--- src/rtl/cfgrom_crc_pkg.sv ---
// Shared constants for the configuration ROM CRC checker.
// Assumes the CRC is 8 bits wide and processed least significant bit first.
package cfgrom_crc_pkg;
    localparam int          WORD_W     = 16;
    localparam int          CRC_W      = 8;
    localparam logic [7:0]  CRC_POLY_R = 8'hAB;  // bit-reversed 0xD5
    localparam logic [7:0]  CRC_INIT   = 8'hFF;
    localparam logic [7:0]  CRC_XOROUT = 8'hFF;
endpackage

--- src/rtl/crc8_byte_step.sv ---
// Combinational one-byte CRC-8 update, least significant bit first.
// Assumes the reversed polynomial constant is given as POLY.
module crc8_byte_step #(
    parameter logic [7:0] POLY = 8'hAB
) (
    input  logic [7:0] crc_in,
    input  logic [7:0] data_in,
    output logic [7:0] crc_out
);
    // Purpose: eight unrolled shift/conditional-XOR steps.
    always_comb begin
        logic [7:0] c;
        c = crc_in ^ data_in;
        for (int i = 0; i < 8; i++) begin
            c = c[0] ? ((c >> 1) ^ POLY) : (c >> 1);
        end
        crc_out = c;
    end
endmodule

--- src/rtl/cfgrom_word_acc.sv ---
// Word accumulator: folds a 16-bit word (low byte, then high byte) into the CRC.
// For the final word it folds only the low byte, inverts the result and compares
// it with the high byte. Assumes word_vld is held for one cycle per word.
module cfgrom_word_acc
    import cfgrom_crc_pkg::*;
(
    input  logic              clk,
    input  logic              rst_n,
    input  logic              clear,
    input  logic              word_vld,
    input  logic              word_last,
    input  logic [WORD_W-1:0] word,
    output logic              match
);
    logic [CRC_W-1:0] crc_q;
    logic [CRC_W-1:0] after_lo;
    logic [CRC_W-1:0] after_hi;

    crc8_byte_step #(.POLY(CRC_POLY_R)) u_lo (
        .crc_in (crc_q),
        .data_in(word[7:0]),
        .crc_out(after_lo)
    );

    crc8_byte_step #(.POLY(CRC_POLY_R)) u_hi (
        .crc_in (after_lo),
        .data_in(word[15:8]),
        .crc_out(after_hi)
    );

    // Purpose: final check byte compare on the last word.
    assign match = ((after_lo ^ CRC_XOROUT) == word[15:8]);

    // Purpose: CRC register, reloaded per pass and advanced per non-final word.
    always_ff @(posedge clk) begin
        if (!rst_n) begin
            crc_q <= CRC_INIT;
        end else if (clear) begin
            crc_q <= CRC_INIT;
        end else if (word_vld && !word_last) begin
            crc_q <= after_hi;
        end
    end
endmodule

--- src/rtl/cfgrom_pass_ctrl.sv ---
// Pass controller: issues the reads for the short pass and, if that fails,
// the long pass. It tracks the returning data and signals completion.
// Assumes the read port returns data exactly one cycle after rd_en.
module cfgrom_pass_ctrl #(
    parameter int SHORT_WORDS = 64,
    parameter int LONG_WORDS  = 220,
    localparam int AW = $clog2(LONG_WORDS)
) (
    input  logic          clk,
    input  logic          rst_n,
    input  logic          start,
    input  logic          match,
    output logic          accept,
    output logic          clear,
    output logic          rd_en,
    output logic [AW-1:0] rd_addr,
    output logic          word_vld,
    output logic          word_last,
    output logic          finish,
    output logic          long_sel
);
    localparam logic [AW-1:0] SHORT_LAST = AW'(SHORT_WORDS - 1);
    localparam logic [AW-1:0] LONG_LAST  = AW'(LONG_WORDS - 1);

    logic          busy_q;
    logic          issuing_q;
    logic [AW-1:0] addr_q;
    logic          dv_q;
    logic          dlast_q;
    logic          long_q;
    logic [AW-1:0] limit;
    logic          retry;

    assign limit     = long_q ? LONG_LAST : SHORT_LAST;
    assign accept    = start && !busy_q;
    assign retry     = dv_q && dlast_q && !match && !long_q;
    assign finish    = dv_q && dlast_q && (match || long_q);
    assign clear     = accept || retry;
    assign rd_en     = issuing_q;
    assign rd_addr   = addr_q;
    assign word_vld  = dv_q;
    assign word_last = dlast_q;
    assign long_sel  = long_q;

    // Purpose: read-return tracking, one cycle behind the request.
    always_ff @(posedge clk) begin
        if (!rst_n) begin
            dv_q    <= 1'b0;
            dlast_q <= 1'b0;
        end else begin
            dv_q    <= issuing_q;
            dlast_q <= issuing_q && (addr_q == limit);
        end
    end

    // Purpose: pass sequencing (idle, short read, optional long re-read).
    always_ff @(posedge clk) begin
        if (!rst_n) begin
            busy_q    <= 1'b0;
            issuing_q <= 1'b0;
            addr_q    <= '0;
            long_q    <= 1'b0;
        end else if (accept) begin
            busy_q    <= 1'b1;
            issuing_q <= 1'b1;
            addr_q    <= '0;
            long_q    <= 1'b0;
        end else if (issuing_q) begin
            if (addr_q == limit) begin
                issuing_q <= 1'b0;
            end else begin
                addr_q <= addr_q + AW'(1);
            end
        end else if (retry) begin
            long_q    <= 1'b1;
            issuing_q <= 1'b1;
            addr_q    <= '0;
        end else if (finish) begin
            busy_q <= 1'b0;
        end
    end
endmodule

--- src/rtl/cfgrom_crc_check.sv ---
// Top: configuration ROM CRC-8 checker with short/long image size fallback.
// Assumes a synchronous ROM read port with one-cycle latency.
module cfgrom_crc_check #(
    parameter int SHORT_WORDS = 64,
    parameter int LONG_WORDS  = 220,
    localparam int AW = $clog2(LONG_WORDS),
    localparam int SW = $clog2(LONG_WORDS + 1)
) (
    input  logic          clk,
    input  logic          rst_n,
    input  logic          start,
    output logic          rd_en,
    output logic [AW-1:0] rd_addr,
    input  logic [15:0]   rd_data,
    output logic          done,
    output logic          crc_ok,
    output logic [SW-1:0] size_words,
    output logic [7:0]    revision
);
    logic accept, clear, word_vld, word_last, finish, long_sel, match;

    cfgrom_pass_ctrl #(
        .SHORT_WORDS(SHORT_WORDS),
        .LONG_WORDS (LONG_WORDS)
    ) u_ctrl (
        .clk      (clk),
        .rst_n    (rst_n),
        .start    (start),
        .match    (match),
        .accept   (accept),
        .clear    (clear),
        .rd_en    (rd_en),
        .rd_addr  (rd_addr),
        .word_vld (word_vld),
        .word_last(word_last),
        .finish   (finish),
        .long_sel (long_sel)
    );

    cfgrom_word_acc u_acc (
        .clk      (clk),
        .rst_n    (rst_n),
        .clear    (clear),
        .word_vld (word_vld),
        .word_last(word_last),
        .word     (rd_data),
        .match    (match)
    );

    // Purpose: result registers, cleared on accept and loaded on finish.
    always_ff @(posedge clk) begin
        if (!rst_n) begin
            done       <= 1'b0;
            crc_ok     <= 1'b0;
            size_words <= '0;
            revision   <= '0;
        end else begin
            done <= finish;
            if (accept) begin
                crc_ok     <= 1'b0;
                size_words <= '0;
                revision   <= '0;
            end else if (finish) begin
                crc_ok     <= match;
                size_words <= long_sel ? SW'(LONG_WORDS) : SW'(SHORT_WORDS);
                revision   <= rd_data[7:0];
            end
        end
    end
endmodule

--- config.mk ---
export PLATFORM = sky130hd
export DESIGN_NAME = cfgrom_crc_check
export DESIGN_NICKNAME = d
export VERILOG_FILES = /design/src/rtl/cfgrom_crc_pkg.sv /design/src/rtl/crc8_byte_step.sv /design/src/rtl/cfgrom_word_acc.sv /design/src/rtl/cfgrom_pass_ctrl.sv /design/src/rtl/cfgrom_crc_check.sv
export SDC_FILE = /design/constraint.sdc
export NUM_CORES = 1
export LEC_CHECK = 0
export ABC_AREA = 1
export BUFFER_PORTS_ARGS = -buffer_cell sky130_fd_sc_hd__buf_2
export CORE_UTILIZATION = 35
export DETAILED_ROUTE_END_ITERATION = 10
export PLACE_DENSITY = 0.59
export RECOVER_POWER = 100
export SYNTH_ARGS = -nofsm -noshare
export SYNTH_HDL_FRONTEND = slang
export SYNTH_SLANG_ARGS = --single-unit
--- constraint.sdc ---
create_clock -name clk -period 3.2 [get_ports clk]
set_input_delay 0.64 -clock clk [delete_from_list [all_inputs] [get_ports clk]]
set_output_delay 0.64 -clock clk [all_outputs]
set_load 0.1 [all_outputs]
==> reports/metrics.csv <==
stage;metric;value;unit
global_routing;first-pass GRT wire length;9880;um
drt;DR iter-0 viols;136;
synth;Yosys top cell area share;0.249;
layout;number of antenna repair diodes;0;
drt;total number of vias;2657;
placed_design;Placed Area;2920;um^2
clock_tree;clk_lat worst skew;0.28;ns
drt;via-per-instance ratio;4.72;
worst_setup_path;slowest cell on the critical path;nand2_1;
synth;Yosys reg bits;33;
synth;sequential-to-total area share from yosys stat;0.249;
global_routing;Tot GR Track Use;0.158;
clock_tree;CTS tree;built;
synth;Avg Cell Area, Syn;6.30;um^2
synth;Distinct cells, synth;36;
clock_tree;Worst-path clk slew;0.07;ns
power_and_ir_drop;Static Leakage;1.46;nW
layout;Layout Nets;483;
timing;Final period util;0.900;
timing;Finish-stage setup viols;0;
timing;Final Hold Viols;0;
synth;Post-Syn Area;2650;um^2
worst_setup_path;Critical Path, Cell by Cell;clkbuf_1 > inv_1 > nand2_1 > nand2_1 > nand2_1 > nand2_2 > xor2_1 > inv_1 > nand3_1 > nand3_1 > nand2_1 > inv_1 > nand2_1 > nand3_1 > nand2_1 > nand2_1 > nand2_2 > nand3_1 > nand3_1 > nand2_1 > nand2_1 > nand2_1;
placed_design;IO Port Bufs;42;
layout;Final Instance Area;2950;um^2
worst_setup_path;CP endpoint kind;flop;
drt;DRC errors left;0;
die;IO Count;46;
worst_setup_path;worst path bufs/invs;4;
clock_tree;# clock sinks;33;
clock_tree;Gates resized, CTS repair;0;
timing;Period minus WS final;2.88;ns
layout;Filler Cells Inserted;823;
worst_setup_path;Crit path required time;3.37;ns
power_and_ir_drop;Max VDD drop;0.000281;V
worst_setup_path;Worst Path Arrival;3.05;ns
timing;Max transition margin;0.217;
placed_design;post-DP HPWL;4950;um
placed_design;gp weighted congestion;0.887;
worst_setup_path;CP max FO;7;
worst_hold_path;min-delay worst type;flop to flop;
power_and_ir_drop;PwrDens;726;nW/um^2
drt;Final ANT Viol Nets;0;
worst_setup_path;CP startpoint kind;input port;
global_routing;grt total ovfl;0;
die;die height;89.1;um
clock_tree;Num CTS Buffers;5;
die;initial core utilization;0.364;
power_and_ir_drop;Tot Pwr;2.14;mW
die;core area;7290;um^2
timing;RSZ-0062 raised after global routing;no;
worst_setup_path;CP dominant cell by count;nand2_1;
synth;number of synthesized flops with an enable pin;0;
drt;WL final;6030;um
clock_tree;CTS root buf;clkbuf_8;
clock_tree;Max clock buf depth;2;
timing;Fin Setup TNS;0;ns
timing;fin. max-slew vios;0;
clock_tree;Setup Fix Bufs, Post-CTS;0;
worst_setup_path;WS Path Type;input port to flop;
timing;Final Skew;0.00658;ns
timing;Least-Margin Pin Slew;1.18;ns
drt;DR WL/cell;10.7;um
die;Die ar.;7930;um^2
layout;Area growth syn-to-layout;11.2;%
synth;top cells by count, synth;nand2_1 (142), nand3_1 (51), inv_1 (37);
global_routing;largest net degree at the start of global routing;16;
layout;fin cells;563;
synth;Yosys top cell by area;dfxtp_1;
clock_tree;H-Tree Depth;2;
worst_setup_path;CP max stage delay;0.29;ns
synth;share of synthesized registers carrying an async set or reset;0;
drt;drt first pass iters;4;
layout;Core Util, Final;0.405;
layout;share of post-route cells with drive strength above 1;0.170;
synth;Synth area leaders;dfxtp_1 (25%), nand2_1 (20%), nand3_1 (9.6%), nand2_2 (5.9%), inv_1 (5.2%);
placed_design;placed cell count;555;
flow_run;# Max-Cap Violations;0;
timing;FMAX;0.347;GHz
die;Site Rows;31;
die;die width;89.1;um
synth;dominant synthesized flop cell;dfxtp_1;
worst_setup_path;critical path's top delay family;simple AND/OR/NAND/NOR gates;
global_routing;vias in the first global route;2373;
outcome;status;finished, final reports clean;
synth;synthesized instance count;421;
synth;YS warnings;0;
clock_tree;hold buffers post-CTS;0;
global_routing;initial antenna violation count;0;
synth;most common cell in the netlist;nand2_1;
metal layers:
metal	global-route usage	wire [um]	up-vias
li1	-	-	1408
met1	0.205	2920	1189
met3	0.0314	239	6
met4	0.0260	37	0
met5	0	0	-
met2	0.276	2840	54
cells by family (layout without fill, tap and decap cells):
kind of cell / Yosys count / in the layout / share of synthesized area
fa+ha+maj: 1 / 1 / 0.00471
buf+inv: 59 / 100 / 0.0995
other cells: 1 / 3 / 0.00141
flops: 33 / 33 / 0.249
xor+xnor: 20 / 20 / 0.0773
simple gates: 271 / 271 / 0.490
compound gates: 36 / 36 / 0.0783
registers in the layout, summed over array words and instances, names as in the netlist:
| signal | count |
|---|---|
| u_ctrl.busy_q | 1 |
| u_acc.crc_q | 8 |
| u_ctrl.word_vld | 1 |
| u_ctrl.rd_en | 1 |
| u_ctrl.long_sel | 1 |
| u_ctrl.word_last | 1 |
| done | 1 |
| u_ctrl.rd_addr | 8 |
| revision | 8 |
| size_words | 2 |
| crc_ok | 1 |
power breakdown:
group          internal [mW]  leakage [nW]  total [mW]  switching (mW)
Clock                  0.151        0.0450       0.296           0.145
Combinational          0.463          1.15        1.41           0.951
Sequential             0.421         0.268       0.432          0.0109
placed cells by master, fill, tap and decap left out, types with 2 or more instances in the layout:
master,synthesis,final
a211oi_1,5,6
xnor2_2,2,2
o21ai_0,8,8
inv_4,2,2
nor2_1,27,27
clkbuf_1,1,27
clkbuf_8,0,5
xor2_2,2,2
inv_1,37,37
nand4_1,2,3
xor2_1,11,11
nand2_2,25,23
clkinv_2,0,2
inv_2,10,10
xnor2_1,5,5
nand3_1,51,51
nand2_4,6,5
nand2_1,142,145
conb_1,1,3
dfxtp_1,33,33
a21oi_1,20,20
nand3_2,8,8
buf_2,0,16
final timing paths:
kind,slack (ns),to,start,depth (start not counted)
worst max-delay path,0.32,u_acc.crc_q[2],rd_data[2],22
worst min-delay path,0.47,crc_ok,crc_ok,2
worst min register to register,0.47,crc_ok,crc_ok,2
worst max register to register,0.47,u_ctrl.rd_addr[7],u_acc.crc_q[2],20
final cells by class:
class | count | area (um^2) | area share
multi-input cells | 331 | 1710 | 0.581
flip-flops and latches | 33 | 661 | 0.224
inverters | 50 | 193 | 0.0653
repair buffers | 42 | 178 | 0.0602
well taps | 99 | 124 | 0.0420
clock buffers | 6 | 72.6 | 0.0246
clock inverters | 2 | 10.0 | 0.00339
worst min-delay path: stages (launching register included):
cell and delay, ns:
dfxtp_1 0.31, nand2_1 0.06, a21oi_1 0.05
per-stage QoR:
stage                     hold slack [ns]  setup slack (ns)
after floorplan                     0.445             0.655
after global placement              0.456             0.144
after detailed placement            0.455            0.0868
after CTS                           0.466             0.365
after global routing                0.497            0.0552
final                               0.468             0.321
No activity file was read; power rests on OpenSTA's default activity.
